--- src/rtl/otg_irq_pkg.sv ---
package otg_irq_pkg;

    localparam int REG_W  = 8;
    localparam int ADDR_W = 3;

    // Register positions of the status sources
    localparam int POS_VBUS = 0;
    localparam int POS_SESS = 1;
    localparam int POS_ID   = 4;
    localparam int POS_SEND = 7;

    localparam logic [REG_W-1:0] SRC_MASK =
        REG_W'((1 << POS_VBUS) | (1 << POS_SESS) | (1 << POS_ID) | (1 << POS_SEND));

    typedef enum logic [ADDR_W-1:0] {
        ADR_FLAGS = 3'd0,
        ADR_RISE  = 3'd1,
        ADR_FALL  = 3'd2,
        ADR_CFG   = 3'd3,
        ADR_LIVE  = 3'd4
    } reg_addr_e;

    typedef struct packed {
        logic mirror_en;
        logic push_pull;
    } irq_cfg_t;

    typedef struct packed {
        logic lvl;
        logic oe;
    } pin_drv_t;

    function automatic logic [REG_W-1:0] place_sources(
        input logic vbus, input logic sess, input logic idg, input logic send);
        logic [REG_W-1:0] v;
        v = '0;
        v[POS_VBUS] = vbus;
        v[POS_SESS] = sess;
        v[POS_ID]   = idg;
        v[POS_SEND] = send;
        return v;
    endfunction

    function automatic pin_drv_t pin_drive(input logic pending, input logic push_pull);
        pin_drv_t p;
        if (push_pull) begin
            p.oe  = 1'b1;
            p.lvl = ~pending;
        end else begin
            p.oe  = pending;
            p.lvl = 1'b0;
        end
        return p;
    endfunction

endpackage

--- src/rtl/otg_sync_edge.sv ---
module otg_sync_edge #(
    parameter int W      = 8,
    parameter int STAGES = 2
) (
    input  logic         clk,
    input  logic         rst,
    input  logic [W-1:0] din,
    output logic [W-1:0] level,
    output logic [W-1:0] rise,
    output logic [W-1:0] fall
);
    logic [W-1:0] stg [STAGES];
    logic [W-1:0] prev;

    always_ff @(posedge clk) begin
        if (rst) begin
            for (int i = 0; i < STAGES; i++) stg[i] <= '0;
            prev <= '0;
        end else begin
            stg[0] <= din;
            for (int i = 1; i < STAGES; i++) stg[i] <= stg[i-1];
            prev <= stg[STAGES-1];
        end
    end

    assign level = stg[STAGES-1];
    assign rise  = stg[STAGES-1] & ~prev;
    assign fall  = ~stg[STAGES-1] & prev;
endmodule

--- src/rtl/otg_irq_regs.sv ---
module otg_irq_regs
    import otg_irq_pkg::*;
(
    input  logic              clk,
    input  logic              rst,
    input  logic [REG_W-1:0]  rise_ev,
    input  logic [REG_W-1:0]  fall_ev,
    input  logic [REG_W-1:0]  live,
    input  logic              wr,
    input  logic [ADDR_W-1:0] addr,
    input  logic [REG_W-1:0]  wdata,
    output logic [REG_W-1:0]  rdata,
    output logic [REG_W-1:0]  flags,
    output logic [REG_W-1:0]  rise_en,
    output logic [REG_W-1:0]  fall_en,
    output irq_cfg_t          cfg
);
    reg_addr_e        sel;
    logic [REG_W-1:0] clr_mask;
    logic [REG_W-1:0] set_mask;

    assign sel      = reg_addr_e'(addr);
    assign clr_mask = (wr && sel == ADR_FLAGS) ? wdata : '0;
    assign set_mask = ((rise_ev & rise_en) | (fall_ev & fall_en)) & SRC_MASK;

    always_ff @(posedge clk) begin
        if (rst) begin
            flags   <= '0;
            rise_en <= '0;
            fall_en <= '0;
            cfg     <= '0;
        end else begin
            // a new edge outranks a clear in the same cycle
            flags <= (flags & ~clr_mask) | set_mask;
            if (wr) begin
                case (sel)
                    ADR_RISE: rise_en <= wdata & SRC_MASK;
                    ADR_FALL: fall_en <= wdata & SRC_MASK;
                    ADR_CFG:  cfg     <= irq_cfg_t'(wdata[1:0]);
                    default:  ;
                endcase
            end
        end
    end

    always_comb begin
        case (sel)
            ADR_FLAGS: rdata = flags;
            ADR_RISE:  rdata = rise_en;
            ADR_FALL:  rdata = fall_en;
            ADR_CFG:   rdata = REG_W'(cfg);
            ADR_LIVE:  rdata = live & SRC_MASK;
            default:   rdata = '0;
        endcase
    end
endmodule

--- src/rtl/otg_irq_pin.sv ---
module otg_irq_pin
    import otg_irq_pkg::*;
(
    input  logic pending,
    input  logic push_pull,
    input  logic active,
    output logic lvl,
    output logic oe
);
    pin_drv_t d;

    assign d   = pin_drive(pending, push_pull);
    assign lvl = active & d.lvl;
    assign oe  = active & d.oe;
endmodule

--- src/rtl/otg_irq_ctrl.sv ---
module otg_irq_ctrl
    import otg_irq_pkg::*;
#(
    parameter int SYNC_STAGES = 2
) (
    input  logic              clk,
    input  logic              rst,
    input  logic              vbus_ok_i,
    input  logic              sess_ok_i,
    input  logic              sess_end_i,
    input  logic              id_gnd_i,
    input  logic              suspend_i,
    input  logic              reg_wr_i,
    input  logic [ADDR_W-1:0] reg_addr_i,
    input  logic [REG_W-1:0]  reg_wdata_i,
    output logic [REG_W-1:0]  reg_rdata_o,
    output logic              irq_o,
    output logic              irq_oe_o,
    output logic              share_o,
    output logic              share_oe_o
);
    logic [REG_W-1:0] raw;
    logic [REG_W-1:0] live;
    logic [REG_W-1:0] rise_ev;
    logic [REG_W-1:0] fall_ev;
    logic [REG_W-1:0] flags;
    logic [REG_W-1:0] rise_en;
    logic [REG_W-1:0] fall_en;
    irq_cfg_t         cfg;
    logic             pending;
    logic             mirror_on;

    assign raw = place_sources(vbus_ok_i, sess_ok_i, id_gnd_i, sess_end_i);

    otg_sync_edge #(.W(REG_W), .STAGES(SYNC_STAGES)) u_sync (
        .clk   (clk),
        .rst   (rst),
        .din   (raw),
        .level (live),
        .rise  (rise_ev),
        .fall  (fall_ev)
    );

    otg_irq_regs u_regs (
        .clk     (clk),
        .rst     (rst),
        .rise_ev (rise_ev),
        .fall_ev (fall_ev),
        .live    (live),
        .wr      (reg_wr_i),
        .addr    (reg_addr_i),
        .wdata   (reg_wdata_i),
        .rdata   (reg_rdata_o),
        .flags   (flags),
        .rise_en (rise_en),
        .fall_en (fall_en),
        .cfg     (cfg)
    );

    assign pending   = |(flags & (rise_en | fall_en));
    assign mirror_on = suspend_i & cfg.mirror_en;

    otg_irq_pin u_main (
        .pending   (pending),
        .push_pull (cfg.push_pull),
        .active    (1'b1),
        .lvl       (irq_o),
        .oe        (irq_oe_o)
    );

    otg_irq_pin u_share (
        .pending   (pending),
        .push_pull (cfg.push_pull),
        .active    (mirror_on),
        .lvl       (share_o),
        .oe        (share_oe_o)
    );
endmodule

--- config.mk ---
export PLATFORM = sky130hd
export DESIGN_NAME = otg_irq_ctrl
export DESIGN_NICKNAME = d
export VERILOG_FILES = /design/src/rtl/otg_irq_pkg.sv /design/src/rtl/otg_sync_edge.sv /design/src/rtl/otg_irq_regs.sv /design/src/rtl/otg_irq_pin.sv /design/src/rtl/otg_irq_ctrl.sv
export SDC_FILE = /design/constraint.sdc
export NUM_CORES = 1
export LEC_CHECK = 0
export ABC_AREA = 1
export BUFFER_PORTS_ARGS = -buffer_cell sky130_fd_sc_hd__buf_2
export CAP_MARGIN = 20
export CORE_MARGIN = 10
export CORE_UTILIZATION = 55
export CTS_CLUSTER_DIAMETER = 50
export DETAILED_ROUTE_END_ITERATION = 16
export GPL_TIMING_DRIVEN = 1
export PLACE_DENSITY = 0.81
export SETUP_SLACK_MARGIN = 0.4
export SYNTH_ARGS = -nofsm -noshare
export SYNTH_HDL_FRONTEND = slang
export SYNTH_SLANG_ARGS = --single-unit
--- constraint.sdc ---
create_clock -name clk -period 2.6 [get_ports clk]
set_input_delay 0.26 -clock clk [delete_from_list [all_inputs] [get_ports clk]]
set_output_delay 0.26 -clock clk [all_outputs]
set_load 0.02 [all_outputs]
==> results of run 1 <==
==> state kept, by name, indices dropped and copies added, names as in the netlist <==
| name | flops |
|---|---|
| u_regs.flags | 8 |
| u_regs.rise_en | 4 |
| u_sync.stg | 8 |
| u_regs.cfg | 2 |
| u_regs.fall_en | 4 |
| u_sync.prev | 4 |
==> cell type report <==
class	instances	area, sq um
timing repair buffer	30	150
multi-input combinational	127	623
fill	233	831
clock buffer	7	55.1
inverter	34	130
sequential	30	601
clock inverter	1	5.00
tap	30	37.5
==> how the worst max path moves through the flow <==
stage                                   start        endpoint  slack [ps]
2_1_floorplan  u_regs.rise_en[4]$_SDFFE_PP0P_         share_o        1310
3_3_place_gp                    reg_addr_i[0]  reg_rdata_o[0]        1180
3_5_place_dp                    reg_addr_i[2]  reg_rdata_o[1]        1140
4_1_cts        u_regs.rise_en[7]$_SDFFE_PP0P_         share_o         840
5_1_grt        u_regs.rise_en[4]$_SDFFE_PP0P_         share_o         630
6_report       u_regs.rise_en[7]$_SDFFE_PP0P_         share_o         860
==> per-layer routing <==
| metal | track usage | up-vias | routed length (um) |
|---|---|---|---|
| met5 | 0 | - | 0 |
| met4 | 0.0746 | 0 | 68 |
| met3 | 0.0551 | 8 | 244 |
| met2 | 0.207 | 42 | 1300 |
| met1 | 0.140 | 556 | 1390 |
| li1 | - | 677 | - |
==> worst max-delay path, delay by kind of cell, from the launching register on <==
family                 cells  cell delay, ps
and+or+nand+nor            4             470
DFF                        1             350
AOI/OAI and AO/OA          1             170
buffers and inverters      1             160
==> kinds of logic (layout without fill, tap and decap cells) <==
kind of cell	after synthesis	count (layout)	share of synthesized area
compound gates	27	27	0.0980
buf+inv	38	72	0.113
flops	30	30	0.436
simple gates	100	100	0.354
==> power breakdown <==
group	internal [mW]	switching [mW]	total, mW
logic	0.0269	0.0529	0.0798
registers	0.473	0.00848	0.481
clock network	0.131	0.153	0.284
total	0.630	0.214	0.845
==> metrics by stage <==
step                      cell area [sq um]  hold slack (ps)
after floorplan                        1380              367
after global placement                 1540              389
after detailed placement               1540              401
after CTS                              1600              110
after global routing                   1600              135
final                                  1600              129
==> cells in the final DEF (no fill, tap or decap), types with 4 or more instances in the layout <==
cell type	instances
a21oi_1	11
buf_2	30
clkbuf_4	5
dfxtp_1	30
inv_1	30
nand2_1	32
nand3_1	5
nand4_1	8
nor2_1	38
nor2_4	4
nor3_1	8
o21ai_0	12
o21ai_1	4
==> run_results.csv, run 1 <==
group,metric,value,unit
status,status,"finished clean",
setup_path,critPathKind,"reg -> out",
floorplanning,core_area,2430,sq um
synthesis,syn_avg_cell_area,7.07,sq um
timing,setup_slack,857,ps
clock_tree,cts_hold_buf,0,
floorplanning,dieArea,4910,sq um
synthesis,async_flop_share,0,
setup_path,path_max_fanout,4,
timing,slew_headroom,0.677,
min_path,hold-path-cell-count,3,
min_path,hp-class,"in -> reg",
floorplanning,fp.dieW,70.1,um
synthesis,ys_seq_elements,30,
placed_design,port_buffers,30,
route,vias,1283,
floorplanning,initial_core_util,0.567,
synthesis,ys_seq_area_frac,0.436,
setup_path,r2r-end,"u_regs.flags[4]$_SDFF_PP0_",
setup_path,r2r_slack,1820,ps
finish,drive_gt1_frac,0.218,
synthesis,synth_area_leaders,"dfxtp_1, nor2_1, nand2_1, inv_1, o21ai_0",
synthesis,ys_types,21,
setup_path,cp_data_required_time,2340,ps
synthesis,syn-instance-count,195,
finish,fin_util,0.658,
synthesis,yosysTopAreaCell,"dfxtp_1",
clock_tree,numCtsBuffers,5,
timing,timing.setup.tns,0,ps
clock_tree,cts.clk_slew.worst_paths,90,ps
synthesis,yosysWarnings,0,
power,cellPowerDensity,527,nW/um^2
setup_path,crit_path_max_incr_delay,350,ps
setup_path,cp.arrival,1480,ps
timing,final-max-slew-violation-count,0,
clock_tree,cts_htree_levels,2,
timing,rsz0062_at_grt,"false",
timing,tightestPinTransition,484,ps
synthesis,synth_fp_nets,214,
power,ir_drop,0.377,mV
synthesis,syn_area,1380,sq um
timing,period_needed,1740,ps
timing,period_share,0.671,
clock_tree,post_cts_resized,0,
route,post_drt_wl_per_cell,11.6,um
placed_design,placedCellCount,251,
min_path,hold_start,"id_gnd_i",
placed_design,dpl_worst_slack,1140,ps
global_route,overflow,0,
clock_tree,worstSkewPairLatency,320,ps
setup_path,worstRegToRegCells,4,
finish,insertedDiodeCount,0,
floorplanning,die_y,70.1,um
global_route,grt_antenna_before_repair,0,
synthesis,yosysTopAreaCellShare,0.436,
setup_path,crit_path_end_kind,"output port",
finish,finalNetCount,247,
setup_path,reg2reg_from,"u_sync.stg[0][12]$_SDFF_PP0_",
timing,hold_viol,0,
power,total_power,845,uW
placed_design,dpl.hpwl,2380,um
power,leakagePower,0.792,nW
floorplanning,io_pins,31,
global_route,grt_pass1_wl,5260,um
timing,setup_violations,0,
synthesis,synth_flop_cell,"dfxtp_1",
route,drt_drc_violations_left,0,
finish,fin_cells,259,
route,antenna_left,0,
floorplanning,rows,18,
clock_tree,cts_num_sinks,30,
clock_tree,cts_tree,"yes",
setup_path,cp_slowest_cell,"dfxtp_1",
synthesis,ys_top_cells_by_count,"nor2_1, nand2_1, dfxtp_1, inv_1, o21ai_0",
synthesis,synth.most_common_cell,"nor2_1",
clock_tree,clockBufferDepth,2,
clock_tree,cts_setup_buffers,0,
global_route,grt_pass1_vias,1262,
setup_path,worstPathCellList,"o21ai_0, nand2_1, nor2_1, nand2_1, nor2_1, buf_2",
placed_design,gp_congestion,0.935,
setup_path,cp-start-kind,"flip-flop",
route,first_pass_iters,5,
global_route,grt_max_degree,18,
route,viasPerCell,4.95,
timing,fmax,0.574,GHz
route,wirelength,3000,um
job,maxCapViolCount,0,
finish,syn_to_final_growth,16.2,%
global_route,track_usage,0.130,
min_path,min_to,"u_sync.stg[0][4]$_SDFF_PP0_",
timing,skew,1.90,ps
clock_tree,clock-root-buffer,"clkbuf_4",
synthesis,synth_edf_count,0,
route,drt_iter0_drc,59,
Note: power is estimated with default switching activity, not from simulation.
==> inputs of run 2 (changes only) <==
--- a/config.mk
+++ b/config.mk
@@ -9,11 +9,11 @@
 export BUFFER_PORTS_ARGS = -buffer_cell sky130_fd_sc_hd__buf_2
 export CAP_MARGIN = 20
 export CORE_MARGIN = 10
-export CORE_UTILIZATION = 55
+export CORE_UTILIZATION = 47
 export CTS_CLUSTER_DIAMETER = 50
 export DETAILED_ROUTE_END_ITERATION = 16
 export GPL_TIMING_DRIVEN = 1
-export PLACE_DENSITY = 0.81
+export PLACE_DENSITY = 0.74
 export SETUP_SLACK_MARGIN = 0.4
 export SYNTH_ARGS = -nofsm -noshare
 export SYNTH_HDL_FRONTEND = slang
==> constraint.sdc (replaced) <==
create_clock -name clk -period 1.6 [get_ports clk]
set_input_delay 0.16 -clock clk [delete_from_list [all_inputs] [get_ports clk]]
set_output_delay 0.16 -clock clk [all_outputs]
set_load 0.02 [all_outputs]
==> run 2 against run 1 <==
  * Flip-flop and latch count stayed put
  * Sequential share of layout area is 2.8 points lower
  * Largest power group unchanged
  * Count of clock-buffer cells in the layout decreased by 1
  * Critical endpoint unchanged
  * Wire length increased by 16%
  * Clock skew rose by 8.3 ps
  * Global-route usage is 0.50 points higher
  * Sequential power up 63%
  * Register-to-register slack worse by 1100 ps
  * Via count rose by 6.3%
  * Cell area is 11% higher
==> run_results.csv, run 2 (synthesized netlist as in run 1, its figures left out) <==
group,metric,value,unit
timing,rsz0062_at_grt,"true",
global_route,grt_antenna_before_repair,0,
route,antenna_left,0,
finish,insertedDiodeCount,0,
timing,fin_worst_hold_slack,13.2,ps
clock_tree,cts_htree_levels,2,
timing,period_needed,1520,ps
timing,timing.setup.tns,0,ps
finish,final_cell_mix,"nor2_1, inv_1, nand2_1",
min_path,hp-class,"in -> reg",
placed_design,port_buffers,30,
clock_tree,cts.clk_slew.worst_paths,100,ps
route,vias,1364,
setup_path,worstPathCellList,"o21ai_2, nand2_1, nor2_2, nand2_1, nor2_1, buf_4",
finish,fillerInstances,243,
setup_path,r2r-end,"u_regs.flags[7]$_SDFF_PP0_",
setup_path,cp_data_required_time,1440,ps
power,cellPowerDensity,807,nW/um^2
min_path,hold_start,"sess_end_i",
floorplanning,io_pins,31,
setup_path,worstRegToRegCells,4,
route,first_pass_iters,7,
clock_tree,cts_tree,"yes",
placed_design,gp_congestion,0.883,
clock_tree,cts_num_sinks,30,
finish,syn_to_final_growth,29.4,%
finish,fin_cells,269,
floorplanning,dieArea,5500,sq um
timing,slew_headroom,0.681,
status,status,"finished clean",
timing,setup_slack,80.5,ps
setup_path,critPathKind,"reg -> out",
setup_path,cpMostUsedCell,"nand2_1",
route,drt_drc_violations_left,0,
global_route,track_usage,0.135,
min_path,hold-path-cell-count,3,
clock_tree,numCtsBuffers,5,
timing,period_share,0.950,
placed_design,dpl_worst_slack,302,ps
setup_path,path_max_fanout,3,
clock_tree,clock-root-buffer,"clkbuf_4",
setup_path,cp.arrival,1360,ps
timing,fmax,0.658,GHz
setup_path,reg2reg_from,"u_regs.rise_en[7]$_SDFFE_PP0P_",
setup_path,r2r_slack,690,ps
setup_path,cp-start-kind,"flip-flop",
finish,fin_util,0.641,
route,drt_iter0_drc,112,
timing,final-max-slew-violation-count,0,
finish,layout_commonest_cell,"nor2_1",
global_route,grt_pass1_vias,1354,
route,wirelength,3480,um
placed_design,placedCellCount,252,
global_route,grt_pass1_wl,5800,um
clock_tree,worstSkewPairLatency,350,ps
clock_tree,cts_hold_buf,0,
timing,tightestPinTransition,478,ps
timing,hold_viol,0,
setup_path,cp_slowest_cell,"dfxtp_2",
route,viasPerCell,5.07,
setup_path,crit_path_max_incr_delay,340,ps
floorplanning,core_area,2780,sq um
floorplanning,fp.dieW,74.2,um
global_route,grt_max_degree,18,
finish,drive_gt1_frac,0.370,
power,leakagePower,0.856,nW
min_path,min_to,"u_sync.stg[0][7]$_SDFF_PP0_",
floorplanning,initial_core_util,0.496,
clock_tree,clockBufferDepth,2,
power,ir_drop,0.671,mV
finish,reg_top3,"u_regs.flags: 8 flops, u_sync.stg: 8 flops",
global_route,overflow,0,
route,post_drt_wl_per_cell,13.0,um
timing,skew,10.2,ps
timing,setup_violations,0,
setup_path,crit_path_end_kind,"output port",
job,maxCapViolCount,0,
finish,finalNetCount,256,
floorplanning,rows,19,
placed_design,dpl.hpwl,2380,um
floorplanning,die_y,74.2,um
==> run 2: cell count changes in the layout (fill, tap and decap cells not counted), moves of 3 or more <==
cell | before | now
buf_6 | 0 | 9
buf_4 | 0 | 10
o21ai_0 | 12 | 6
dfxtp_1 | 30 | 15
dfxtp_2 | 0 | 15
nor2_1 | 38 | 35
nand2_2 | 1 | 5
buf_2 | 30 | 20
nor2_2 | 0 | 3
o21ai_2 | 0 | 4
nand2_1 | 32 | 28
==> run 2: how the worst max path moves through the flow <==
stage / start / to / slack, ps / cells past startpoint
2_1_floorplan: u_regs.rise_en[4]$_SDFFE_PP0P_ / share_o / 410 / 5
3_3_place_gp: reg_addr_i[2] / reg_rdata_o[1] / 300 / 9
3_5_place_dp: reg_addr_i[2] / reg_rdata_o[1] / 300 / 9
4_1_cts: u_regs.rise_en[0]$_SDFFE_PP0P_ / share_o / 90 / 6
5_1_grt: u_regs.rise_en[7]$_SDFFE_PP0P_ / share_o / -10 / 6
6_report: u_regs.rise_en[7]$_SDFFE_PP0P_ / share_o / 80 / 6
==> run 2: timing repair <==
item,CTS,global route
pin swaps,7,8
resized for setup,32,21
buffers inserted,8,1
endpoints found under the setup margin,8,10
hold endpoints to repair,0,0
==> run 2: critical path, delay by kind of cell (launching register included) <==
kind	cells	cell delay [ps]
compound gates	1	130
buf+inv	1	140
flops	1	340
simple gates	4	400
==> run 2: power by group <==
group          total, mW  switching [mW]  leakage [nW]  internal [mW]
Clock              0.497           0.286        0.0343          0.211
Combinational      0.160          0.0989         0.570         0.0607
Sequential         0.783          0.0129         0.251          0.770
==> run 2: stage by stage <==
stage	power [mW]	cell area [sq um]
after floorplan	0.878	1380
after global placement	0.929	1540
after detailed placement	0.930	1540
after CTS	1.44	1730
after global routing	1.50	1780
final	1.44	1780
==> run 2: routing by layer <==
layer	wire length, um	up-vias	track usage	part of all wire
met2	1490	72	0.213	0.43
met4	82	0	0.0849	0.024
li1	-	698	-	-
met3	372	10	0.0359	0.11
met5	0	-	0	0
met1	1530	584	0.158	0.44
==> run 2: cell type report <==
class / count / area [sq um] / share of cell area
clock buffer: 6 / 51.3 / 0.0288
clock inverter: 2 / 12.5 / 0.00701
inverter: 34 / 130 / 0.0729
multi-input combinational: 127 / 656 / 0.367
sequential: 30 / 619 / 0.347
tap: 31 / 38.8 / 0.0217
timing repair buffer: 39 / 277 / 0.155
==> inputs of run 3 (changes only) <==
--- a/config.mk
+++ b/config.mk
@@ -14,6 +14,7 @@
 export DETAILED_ROUTE_END_ITERATION = 16
 export GPL_TIMING_DRIVEN = 1
 export PLACE_DENSITY = 0.74
+export REMOVE_ABC_BUFFERS = 1
 export SETUP_SLACK_MARGIN = 0.4
 export SYNTH_ARGS = -nofsm -noshare
 export SYNTH_HDL_FRONTEND = slang
==> run 3 against run 2 <==
  * Clock skew down 3.4 ps
  * Sequential share of layout area down 0.65 points
  * Flip-flop and latch count unchanged
  * Die area unchanged
  * Fmax down 1.8%
  * Power down 3.2%
  * First-iteration DRC count down 1.8%
  * Clock power down 11%
  * Worst hold slack better by 10 ps
  * Worst setup slack worse by 28 ps
  * Utilization up 1.5 points
  * Cell count up 0.37%
  * Largest power group unchanged
==> run_results.csv, run 3 (synthesized netlist as in run 1, its figures left out) <==
group,metric,value,unit
global_route,grtUsageMet3,0.0678,
timing,final-max-slew-violation-count,0,
route,vias,1346,
setup_path,cp_data_required_time,1440,ps
status,status,"finished clean",
placed_design,placedCellCount,253,
floorplanning,rows,19,
finish,drive_gt1_frac,0.402,
clock_tree,cts_tree,"yes",
route,post_drt_wl_per_cell,12.9,um
timing,fin_worst_hold_slack,23.4,ps
timing,skew,6.83,ps
global_route,grt_antenna_before_repair,0,
floorplanning,fp.dieW,74.2,um
setup_path,r2r_slack,460,ps
finish,finalNetCount,259,
setup_path,path_max_fanout,3,
clock_tree,clockBufferDepth,2,
setup_path,worstRegToRegCells,8,
route,wirelength,3490,um
route,drt_drc_violations_left,0,
timing,rsz0062_at_grt,"true",
power,switchingPower,359,uW
clock_tree,cts_num_sinks,30,
timing,slew_headroom,0.690,
placed_design,gp_congestion,0.825,
clock_tree,worstSkewPairLatency,330,ps
floorplanning,initial_core_util,0.496,
power,p_seq_frac,0.563,
timing,fmax,0.646,GHz
finish,reg_top3,"u_regs.flags: 8 flops, u_sync.stg: 8 flops",
clock_tree,numCtsBuffers,5,
setup_path,cp-start-kind,"flip-flop",
floorplanning,dieArea,5500,sq um
setup_path,startpoint,"u_regs.fall_en[1]$_SDFFE_PP0P_",
power,p_sw_frac,0.257,
route,viasPerCell,4.99,
route,first_pass_iters,4,
clock_tree,cts_htree_levels,2,
route,drt_iter0_drc,110,
finish,syn_to_final_growth,32.4,%
power,power_frac_clock,0.316,
route,antenna_left,0,
setup_path,cp.arrival,1390,ps
global_route,overflow,0,
power,cellPowerDensity,764,nW/um^2
finish,fin_cells,270,
finish,layout_commonest_cell,"nor2_1",
setup_path,reg2reg_from,"u_sync.stg[0][9]$_SDFF_PP0_",
power,ir_drop,0.708,mV
min_path,hp-class,"in -> reg",
timing,setup_violations,0,
floorplanning,core_area,2780,sq um
setup_path,crit_path_end_kind,"output port",
timing,tightestPinTransition,465,ps
finish,final_cell_area,1830,sq um
global_route,grt_pass1_wl,5780,um
setup_path,r2r-end,"u_sync.prev[1]$_SDFF_PP0_",
clock_tree,clock-root-buffer,"clkbuf_4",
finish,fillerInstances,244,
floorplanning,io_pins,31,
global_route,grt_max_degree,17,
timing,hold_viol,0,
finish,fin_util,0.656,
power,p_comb_frac,0.121,
job,maxCapViolCount,0,
power,total_power,1.39,mW
global_route,top_usage_layer,"met2",
placed_design,placed_area,1550,sq um
power,p_int,1.03,mW
global_route,track_usage,0.136,
global_route,grt_use_met2,0.216,
clock_tree,cts.clk_slew.worst_paths,90,ps
timing,period_needed,1550,ps
finish,insertedDiodeCount,0,
global_route,use_met1,0.160,
placed_design,dpl.hpwl,2350,um
power,leakagePower,0.862,nW
setup_path,endpoint,"share_o",
setup_path,critPathKind,"reg -> out",
global_route,grt_pass1_vias,1288,
finish,final_cell_mix,"nor2_1, nand2_1, inv_1",
floorplanning,die_y,74.2,um
timing,period_share,0.967,
placed_design,port_buffers,30,
## run 3: per-stage QoR
| stage | worst slack (ps) | TNS [ps] |
|---|---|---|
| after floorplan | 406 | 0 |
| after global placement | 295 | 0 |
| after detailed placement | 282 | 0 |
| after CTS | 99.0 | 0 |
| after global routing | -1.58 | -1.82 |
| final | 52.6 | 0 |
## run 3: power by group through the flow
stage	Clock [mW]	Combinational, mW	Sequential [mW]
after CTS	0.449	0.158	0.784
final	0.441	0.169	0.784
after global routing	0.492	0.185	0.787
after floorplan	0	0.0728	0.796
after detailed placement	0	0.135	0.799
after global placement	0	0.134	0.798
## run 3: layout make-up
class                      count  area, sq um  area share
clock buffer                   6         51.3      0.0281
inverter                      34          133      0.0727
multi-input combinational    127          673       0.369
sequential                    30          622       0.341
tap                           31         38.8      0.0212
timing repair buffer          42          308       0.169
## run 3: worst max-delay path, stage by stage (launching register included)
cell and delay, ps:
dfxtp_2 340, o21ai_2 150, nand2_2 90, nor2_4 140, nand2_2 90, nor2_2 100, buf_4 150
## run 3: worst min path at each step
stage	to	slack, ps	start	depth (start not counted)
CTS	u_sync.stg[0][1]$_SDFF_PP0_	20	sess_ok_i	3
finish	u_sync.stg[0][1]$_SDFF_PP0_	20	sess_ok_i	3
floorplan	u_regs.flags[0]$_SDFF_PP0_	230	rst	1
detailed placement	u_sync.stg[0][1]$_SDFF_PP0_	370	sess_ok_i	3
global route	u_sync.stg[0][4]$_SDFF_PP0_	10	id_gnd_i	3
global placement	u_sync.stg[0][1]$_SDFF_PP0_	360	sess_ok_i	3
## run 3: what timing repair did
| action | 4_1_cts | 5_1_grt |
|---|---|---|
| setup endpoints to repair | 8 | 10 |
| hold buffers | 0 | 0 |
| gates cloned | 0 | 0 |
| setup buffers | 9 | 2 |
| gates resized for setup | 39 | 26 |
| pin swaps | 12 | 8 |
## run 3: layer usage
metal | up-vias | routed length (um)
met1 | 609 | 1570
li1 | 701 | -
met4 | 0 | 34
met5 | - | 0
met2 | 31 | 1640
met3 | 5 | 238
